## config.mk

```make
export PLATFORM = sky130hd
export DESIGN_NAME = ring_own_engine
export DESIGN_NICKNAME = d
export VERILOG_FILES = /design/src/rtl/ring_own_engine.sv
export SDC_FILE = /design/constraint.sdc
export NUM_CORES = 1
export LEC_CHECK = 0
export ABC_AREA = 1
export BUFFER_PORTS_ARGS = -buffer_cell sky130_fd_sc_hd__buf_2
export CAP_MARGIN = 20
export CORE_ASPECT_RATIO = 0.7
export CORE_MARGIN = 2
export CORE_UTILIZATION = 51
export CTS_CLUSTER_DIAMETER = 100
export CTS_CLUSTER_SIZE = 30
export DETAILED_ROUTE_END_ITERATION = 8
export PLACE_DENSITY_LB_ADDON = 0.25
export SETUP_SLACK_MARGIN = 0.02
export SKIP_LAST_GASP = 1
export SLEW_MARGIN = 40
export SYNTH_ARGS = -nofsm -noshare
export SYNTH_HDL_FRONTEND = slang
export SYNTH_SLANG_ARGS = --single-unit
```

## constraint.sdc

```tcl
create_clock -name clk -period 2.4 [get_ports clk]
set_clock_uncertainty 0.1 [all_clocks]
set_input_delay 0.12 -clock clk [delete_from_list [all_inputs] [get_ports clk]]
set_output_delay 0.12 -clock clk [all_outputs]
set_load 0.005 [all_outputs]
```

## src/rtl/ring_own_engine.sv

```systemverilog
module ring_own_engine #(
  parameter int POLL_CYCLES = 1024,
  parameter int MAX_LOG2 = 9,
  localparam int IW = MAX_LOG2,
  localparam int TW = $clog2(POLL_CYCLES + 1)
) (
  input  logic        clk,
  input  logic        rst_n,
  input  logic        reg_we,
  input  logic [1:0]  reg_addr,
  input  logic [15:0] reg_wdata,
  input  logic        poll,
  output logic        mem_req,
  output logic        mem_we,
  output logic [31:0] mem_addr,
  output logic [31:0] mem_wdata,
  input  logic [31:0] mem_rdata,
  output logic        buf_valid,
  input  logic        buf_ready,
  output logic [31:0] buf_addr,
  output logic [15:0] buf_len,
  input  logic        done,
  input  logic [15:0] done_count,
  input  logic [15:0] done_stat,
  output logic        err
);

  typedef enum logic [3:0] {
    S_WAIT, S_RD1, S_CHK, S_RD0, S_CAP0, S_OFFER, S_BUSY, S_WST, S_WOWN
  } st_t;

  st_t           st;
  logic [31:0]   base_q;
  logic [3:0]    lg_q;
  logic [IW-1:0] idx_q;
  logic          rst_pend;
  logic [TW-1:0] tmr;
  logic [31:0]   desc_q;
  logic [31:0]   w0_q;
  logic [30:0]   w1_q;
  logic [31:0]   stat_q;
  logic          zero_q;

  logic [3:0]    lg_eff;
  logic [IW-1:0] mask;
  logic [IW-1:0] idx_next;
  logic [31:0]   cur_addr;
  logic          reg_hit;
  logic          wake;

  assign lg_eff   = (lg_q > 4'(MAX_LOG2)) ? 4'(MAX_LOG2) : lg_q;
  assign mask     = IW'((32'd1 << lg_eff) - 32'd1);
  assign idx_next = (idx_q + 1'b1) & mask;
  assign cur_addr = base_q + 32'({idx_q, 4'b0000});
  assign reg_hit  = reg_we && (reg_addr != 2'd3);
  assign wake     = poll || (tmr == TW'(POLL_CYCLES - 1));

  always_ff @(posedge clk) begin
    if (!rst_n) begin
      base_q <= '0;
      lg_q   <= '0;
    end else if (reg_we) begin
      case (reg_addr)
        2'd0: base_q[15:0]  <= reg_wdata;
        2'd1: base_q[31:16] <= reg_wdata;
        2'd2: lg_q          <= reg_wdata[3:0];
        default: ;
      endcase
    end
  end

  always_ff @(posedge clk) begin
    if (!rst_n) begin
      idx_q    <= '0;
      rst_pend <= 1'b0;
    end else begin
      if (reg_hit) idx_q <= '0;
      else if (st == S_WOWN && !rst_pend) idx_q <= idx_next;
      if (reg_hit) rst_pend <= 1'b1;
      else if (st == S_RD1 || st == S_WOWN) rst_pend <= 1'b0;
    end
  end

  always_ff @(posedge clk) begin
    if (!rst_n || st != S_WAIT) tmr <= '0;
    else if (!wake) tmr <= tmr + 1'b1;
  end

  always_ff @(posedge clk) begin
    if (!rst_n) begin
      st     <= S_WAIT;
      desc_q <= '0;
      w0_q   <= '0;
      w1_q   <= '0;
      stat_q <= '0;
      zero_q <= 1'b0;
    end else begin
      case (st)
        S_WAIT: if (wake) st <= S_RD1;
        S_RD1: begin
          desc_q <= cur_addr;
          st     <= S_CHK;
        end
        S_CHK: begin
          if (mem_rdata[31]) begin
            w1_q <= mem_rdata[30:0];
            st   <= S_RD0;
          end else begin
            st <= S_WAIT;
          end
        end
        S_RD0: st <= S_CAP0;
        S_CAP0: begin
          w0_q <= mem_rdata;
          st   <= S_OFFER;
        end
        S_OFFER: if (buf_ready) st <= S_BUSY;
        S_BUSY: begin
          if (done) begin
            stat_q <= {done_stat, done_count};
            zero_q <= (done_count == 16'd0);
            st     <= S_WST;
          end
        end
        S_WST:  st <= S_WOWN;
        S_WOWN: st <= S_RD1;
        default: st <= S_WAIT;
      endcase
    end
  end

  assign mem_req   = (st == S_RD1) || (st == S_RD0) || (st == S_WST) || (st == S_WOWN);
  assign mem_we    = (st == S_WST) || (st == S_WOWN);
  assign mem_wdata = (st == S_WST) ? stat_q : {1'b0, w1_q};
  always_comb begin
    case (st)
      S_RD1:   mem_addr = cur_addr + 32'd4;
      S_WST:   mem_addr = desc_q + 32'd8;
      S_WOWN:  mem_addr = desc_q + 32'd4;
      default: mem_addr = desc_q;
    endcase
  end

  assign buf_valid = (st == S_OFFER);
  assign buf_addr  = w0_q;
  assign buf_len   = w1_q[15:0];
  assign err       = (st == S_WST) && zero_q;

  p_never_grant_r5: assert property (@(posedge clk) disable iff (!rst_n)
    (mem_req && mem_we && mem_addr[3:0] == 4'h4) |-> !mem_wdata[31]);

  p_status_first_r5: assert property (@(posedge clk) disable iff (!rst_n)
    (mem_req && mem_we && mem_addr[3:0] == 4'h4) |->
      $past(mem_req && mem_we && mem_addr[3:0] == 4'h8));

  p_offer_hold_r4: assert property (@(posedge clk) disable iff (!rst_n)
    (buf_valid && !buf_ready) |=> (buf_valid && $stable(buf_addr) && $stable(buf_len)));

  p_err_on_status_r7: assert property (@(posedge clk) disable iff (!rst_n)
    err |-> (mem_req && mem_we && mem_addr[3:0] == 4'h8 && mem_wdata[15:0] == 16'h0));

  p_idx_in_ring_r6: assert property (@(posedge clk) disable iff (!rst_n)
    (idx_q & ~mask) == '0);

  p_stall_quiet_r3: assert property (@(posedge clk) disable iff (!rst_n)
    (st == S_CHK && !mem_rdata[31]) |=> !mem_req);

endmodule

```

# Yosys cells after proc, flatten, opt, wreduce, memory -nomap -nowiden

Index checks and enable logic that the tools add are counted.

Register bits after elaboration: 189
Bits of input ports: 88

$add $sub $neg: 7
$lt $le $gt $ge: 1
Equality and inequality tests: 15
Shifts and indexed selects: 1
Multiplexer cells: 10
Bitwise gates (word level): 2
Reduce and logical (&&, ||, !) cells: 24

Operators by type and width:

| operator                                                           | number |
|---|---|
| 32-bit case mux with 3 select lines                                | 1 |
| 32-bit by 3-bit adder with 32-bit output, second input constant    | 2 |
| 4-bit case mux with 9 select lines                                 | 1 |
| 32-bit by 13-bit adder with 32-bit output                          | 1 |
| 32-bit by 4-bit adder with 32-bit output, second input constant    | 1 |
| 32-bit 2-to-1 mux                                                  | 1 |
| 4-bit by 3-bit == test with 1-bit output, second input constant    | 4 |
| 16-bit zero test                                                   | 1 |
| 4-bit 2-to-1 mux                                                   | 4 |
| 11-bit by 1-bit adder with 11-bit output, second input constant    | 1 |
| 11-bit by 10-bit == test with 1-bit output, second input constant  | 1 |
| 2-bit AND reduction                                                | 5 |
| 9-bit by 1-bit adder with 9-bit output, second input constant      | 1 |
| 9-bit AND                                                          | 1 |
| 1-bit by 4-bit left shift with 9-bit output, first input constant  | 1 |
| 9-bit by 1-bit subtractor with 9-bit output, second input constant | 1 |
| 4-bit by 2-bit == test with 1-bit output, second input constant    | 2 |
| 1-bit logical OR                                                   | 7 |
| 2-bit inequality test, second input constant                       | 3 |
| 4-bit by 1-bit == test with 1-bit output, second input constant    | 1 |
| 4-bit == test, second input constant                               | 1 |
| 4-bit > comparator, second input constant                          | 1 |
| 4-bit zero test                                                    | 1 |
| 4-bit nonzero test                                                 | 1 |
| other kinds (12)                                                   | 16 |

# Longest topological paths before layout

Depth after elaboration: 5
Depth in mapped cells: 20
Gate-level depth less buffers: 20

# Worst setup path after synthesis

No wires, ideal clock.

Path type: register to output
From: register idx_q[0]
To: output port mem_addr[23]
Arrival: 2428 ps
Data required time: 2180 ps
Setup slack: -248 ps
Cell stages (with the launch flop): 17
Buffers on the path: 0
Path through: dfxtp_1 ha_1 fa_1 xor2_1 nand2_4 o21ai_4 nand3_4 nor2_4 nand3_2 nor2_2 nand3_2 nor2_4 nand3_2 nor2_1 nand2_1 nand3_1 nand2_1

Word-level cells in the longest chain between the ends: 3

RTL lines:

| element                                   | line | text |
|---|---|---|
| start, declared                           | 35   | `logic [IW-1:0] idx_q;` |
| start signal, assigned                    | 78   | `else if (st == S_WOWN && !rst_pend) idx_q <= idx_next;` |
| 32-bit by 13-bit adder with 32-bit output | 54   | `assign cur_addr = base_q + 32'({idx_q, 4'b0000});` |
| 32-bit by 3-bit adder with 32-bit output  | 137  | `S_RD1: mem_addr = cur_addr + 32'd4;` |
| 32-bit case mux with 3 select lines       | 136  | `case (st)` |
| end, declared                             | 15   | `output logic [31:0] mem_addr,` |

No other way between the ends.

# Final worst setup path

From: register idx_q[0]
To: output port mem_addr[24]

The elaborated chain is that of the path after synthesis.

==> qor.csv <==
metric;value;unit
worst r2r path cells;12;
Tot GR Track Use;36.1;%
Slew @ Worst Pin;589;ps
post-synthesis compound-gate area fraction;18.2;%
Top Ports;204;
Mean Syn Cell Area;6.36;sq um
total CTS buffers;17;
maximum vdd drop;0.000540;V
commonest non-fill, non-tap cell in the layout;nand2_1;
CP endpoint kind;output pin;
Cells on Worst Hold Path;2;
post-route setup TNS;-22390;ps
Rel. slew slack;60.8;%
share of cells above drive strength 1;28.3;%
Final ANT Viol Nets;0;
Ys Warns;0;
Slowest cell on crit path;fa_2;
Die Y;128;microns
initial DRC count;1729;
pwr/cell area;519;nW/um^2
top cell type's share of synthesized area;33.9;%
CP Buf/Inv Count;1;
Final WS setup;-1060;ps
Nets;2290;
initial antenna violation count;1;
Most common cell on crit path;nand2_2;
Root Buffer;clkbuf_16;
Max Slew Vio Count;0;
dpl hpwl;29.9;mm
area of the mapped netlist;11200;sq um
Hold EP;stat_q[17];
vias in the first global route;12770;
first-pass GRT wire length;66.4;mm
area leader, netlist;dfxtp_1;
Syn-to-layout area delta;43.4;%
max_cap viols;0;
CTS tree;yes;
Buffers on Ports;203;
Initial Utilization;51.8;%
Post-Synth XOR/XNOR Area;1.33;%
post-synthesis sequential area ratio;33.9;%
post-synthesis cell count;1755;
HP Start;stat_q[17];
Leakage;7.09;nW
leading cell types in the layout, fill and taps excluded;336 x nand2_1, 230 x nor2_1, 202 x buf_2;
cell area after layout;16000;sq um
Pwr Total;8.31;mW
DIE AREA;23100;sq um
routed vias/inst;5.64;
post-synthesis async set-or-reset flop share;0;%
pin count of the biggest net entering global routing;79;
DR vias;14016;
mux contribution to synthesized area;0;%
clock-pin transition on the worst setup and hold timing paths;80;ps
WP data required;2180;ps
status;finished with violations;
DRT Pass-1 Iters;5;
largest family of logic cells by synthesized area;simple AND/OR/NAND/NOR gates;
Yosys cell types;50;
Clk Latency, worst-skew pair;460;ps
FF-to-FF setup slack;120;ps
gpl congestion;0.977;
violated checks;negative setup slack;
Placed Instance Area;13700;sq um
Tmin final;3460;ps
wire per inst;17.8;microns
Cell Count Post-Placement;2345;
CP Launch Type;register;
number of flops mapped to enable cells by yosys;0;
DRC;0;
gr ovfl total;0;
H-Tree Depth;4;
adder-cell share of the synthesized area;1.75;%
Max clock buf depth;2;
# rows;45;
Mapped Nets;1858;
clock sinks;189;
RR Startpoint;idx_q[5];
Hold WC Path Type;register to register;
Synth Area in Simple Gates;34.2;%
post-route clock period utilization;144;%
Core Area;21600;sq um
Die Wd;181;microns
Peak Freq;0.289;GHz
Critical Path Fanout Max;4;
Critical Path, Cell by Cell;ha_4, fa_2, nand2_2, nand2_4, nand3_2, nand2_1, nand2_2, nand3_2, nand2_2, nand3_4, nor2_4, nand3_4, nor2_4, nand2_2, o21ai_1, nand3_1, nand3_1, buf_2;
Setup Viol. Count Final;27;
synthesis-stage register bit count;189;
data arrival time of the worst path;3240;ps
reg2reg end;desc_q[31];
CP delay by family, top;simple AND/OR/NAND/NOR gates;
Fin. Hold Viols;0;
final wirelength;44.3;mm
filler-free cell count of the finished design;2484;
unrepaired setup endpoints after global routing;yes;
Synth Flop Type;dfxtp_1;
critical path type;register to output pin;
Synth area leaders;dfxtp_1 34%, nand2_1 12%, o21ai_0 9.2%;
CP max stage delay;440;ps
registers in the layout, summed over array words and instances, names as in the netlist:
signal and count:
stat_q 32, rst_pend 1, idx_q 9, buf_addr 32
lg_q 4, tmr 11, zero_q 1, w1_q 31
st 4, desc_q 32, base_q 32
tightest hold or removal path: stages (launching register included):
cell and delay, ps:
dfxtp_1 300, inv_1 50, a21oi_1 50
area by class of cell:
cell class,count,area [sq um]
flip-flops and latches,189,3790
inverters,203,766
diodes,2,5.00
well taps,282,353
clock inverters,14,199
clock buffers,18,429
repair buffers,501,3570
fillers,1637,5550
multi-input cells,1275,6900
synth_stat cells (all sizes together), types with 2 or more instances:
library cell  count
nand2           380
nor2            272
o21ai           217
inv             199
dfxtp           189
nand3           128
a21oi           104
clkbuf           58
nor3             33
buf              30
nand4            26
o211ai           17
ha               14
nor4             13
o22ai            10
a211oi            9
xor2              9
or2               8
xnor2             8
nand3b            5
clkinv            4
o221ai            4
o31ai             4
a31oi             3
a22oi             2
nor3b             2
kinds of logic after synthesis:
family          after synthesis
compound gates              375
fa+ha+maj                    15
xor+xnor                     17
simple gates                868
flops                       189
buf+inv                     291
repair_timing:
action,in CTS,in global routing
setup endpoints to repair,42,64
hold buffers,90,0
gates resized for setup,42,117
setup buffers,3,13
pin swaps,14,50
endpoints found under the hold margin,142,0
per-layer routing:
layer  global-route usage [%]  vias up  part of all wire (%)
met1                     50.2     6409                    42
met3                     7.67      152                    10
met2                     54.5      838                    44
met4                     14.8        0                   4.1
met5                        0        -                     0
li1                         -     6617                     -
how the worst max path moves through the flow:
stage / depth (start not counted) / startpoint / to
finish: 18 / idx_q[0] / mem_addr[24]
global route: 18 / idx_q[0] / mem_addr[24]
CTS: 14 / idx_q[0] / mem_addr[20]
detailed placement: 21 / idx_q[0] / mem_addr[31]
global placement: 17 / idx_q[8] / mem_addr[31]
floorplan: 15 / idx_q[0] / mem_addr[27]
stage by stage:
step / worst slack [ps] / utilization [%] / hold WS, ps
after floorplan: -180 / - / 155
after global placement: -586 / 63.5 / 262
after detailed placement: -581 / 63.5 / 269
after CTS: -989 / 71.6 / 337
after global routing: -1240 / 74.2 / 373
final: -1060 / 74.2 / 348
power breakdown:
part           switching, mW  internal [mW]  leakage [nW]  total, mW
combinational           1.05          0.735          5.26       1.78
sequential             0.150           3.29          1.54       3.44
clock                   1.49           1.60         0.301       3.09
No activity file was read; power rests on OpenSTA's default activity.
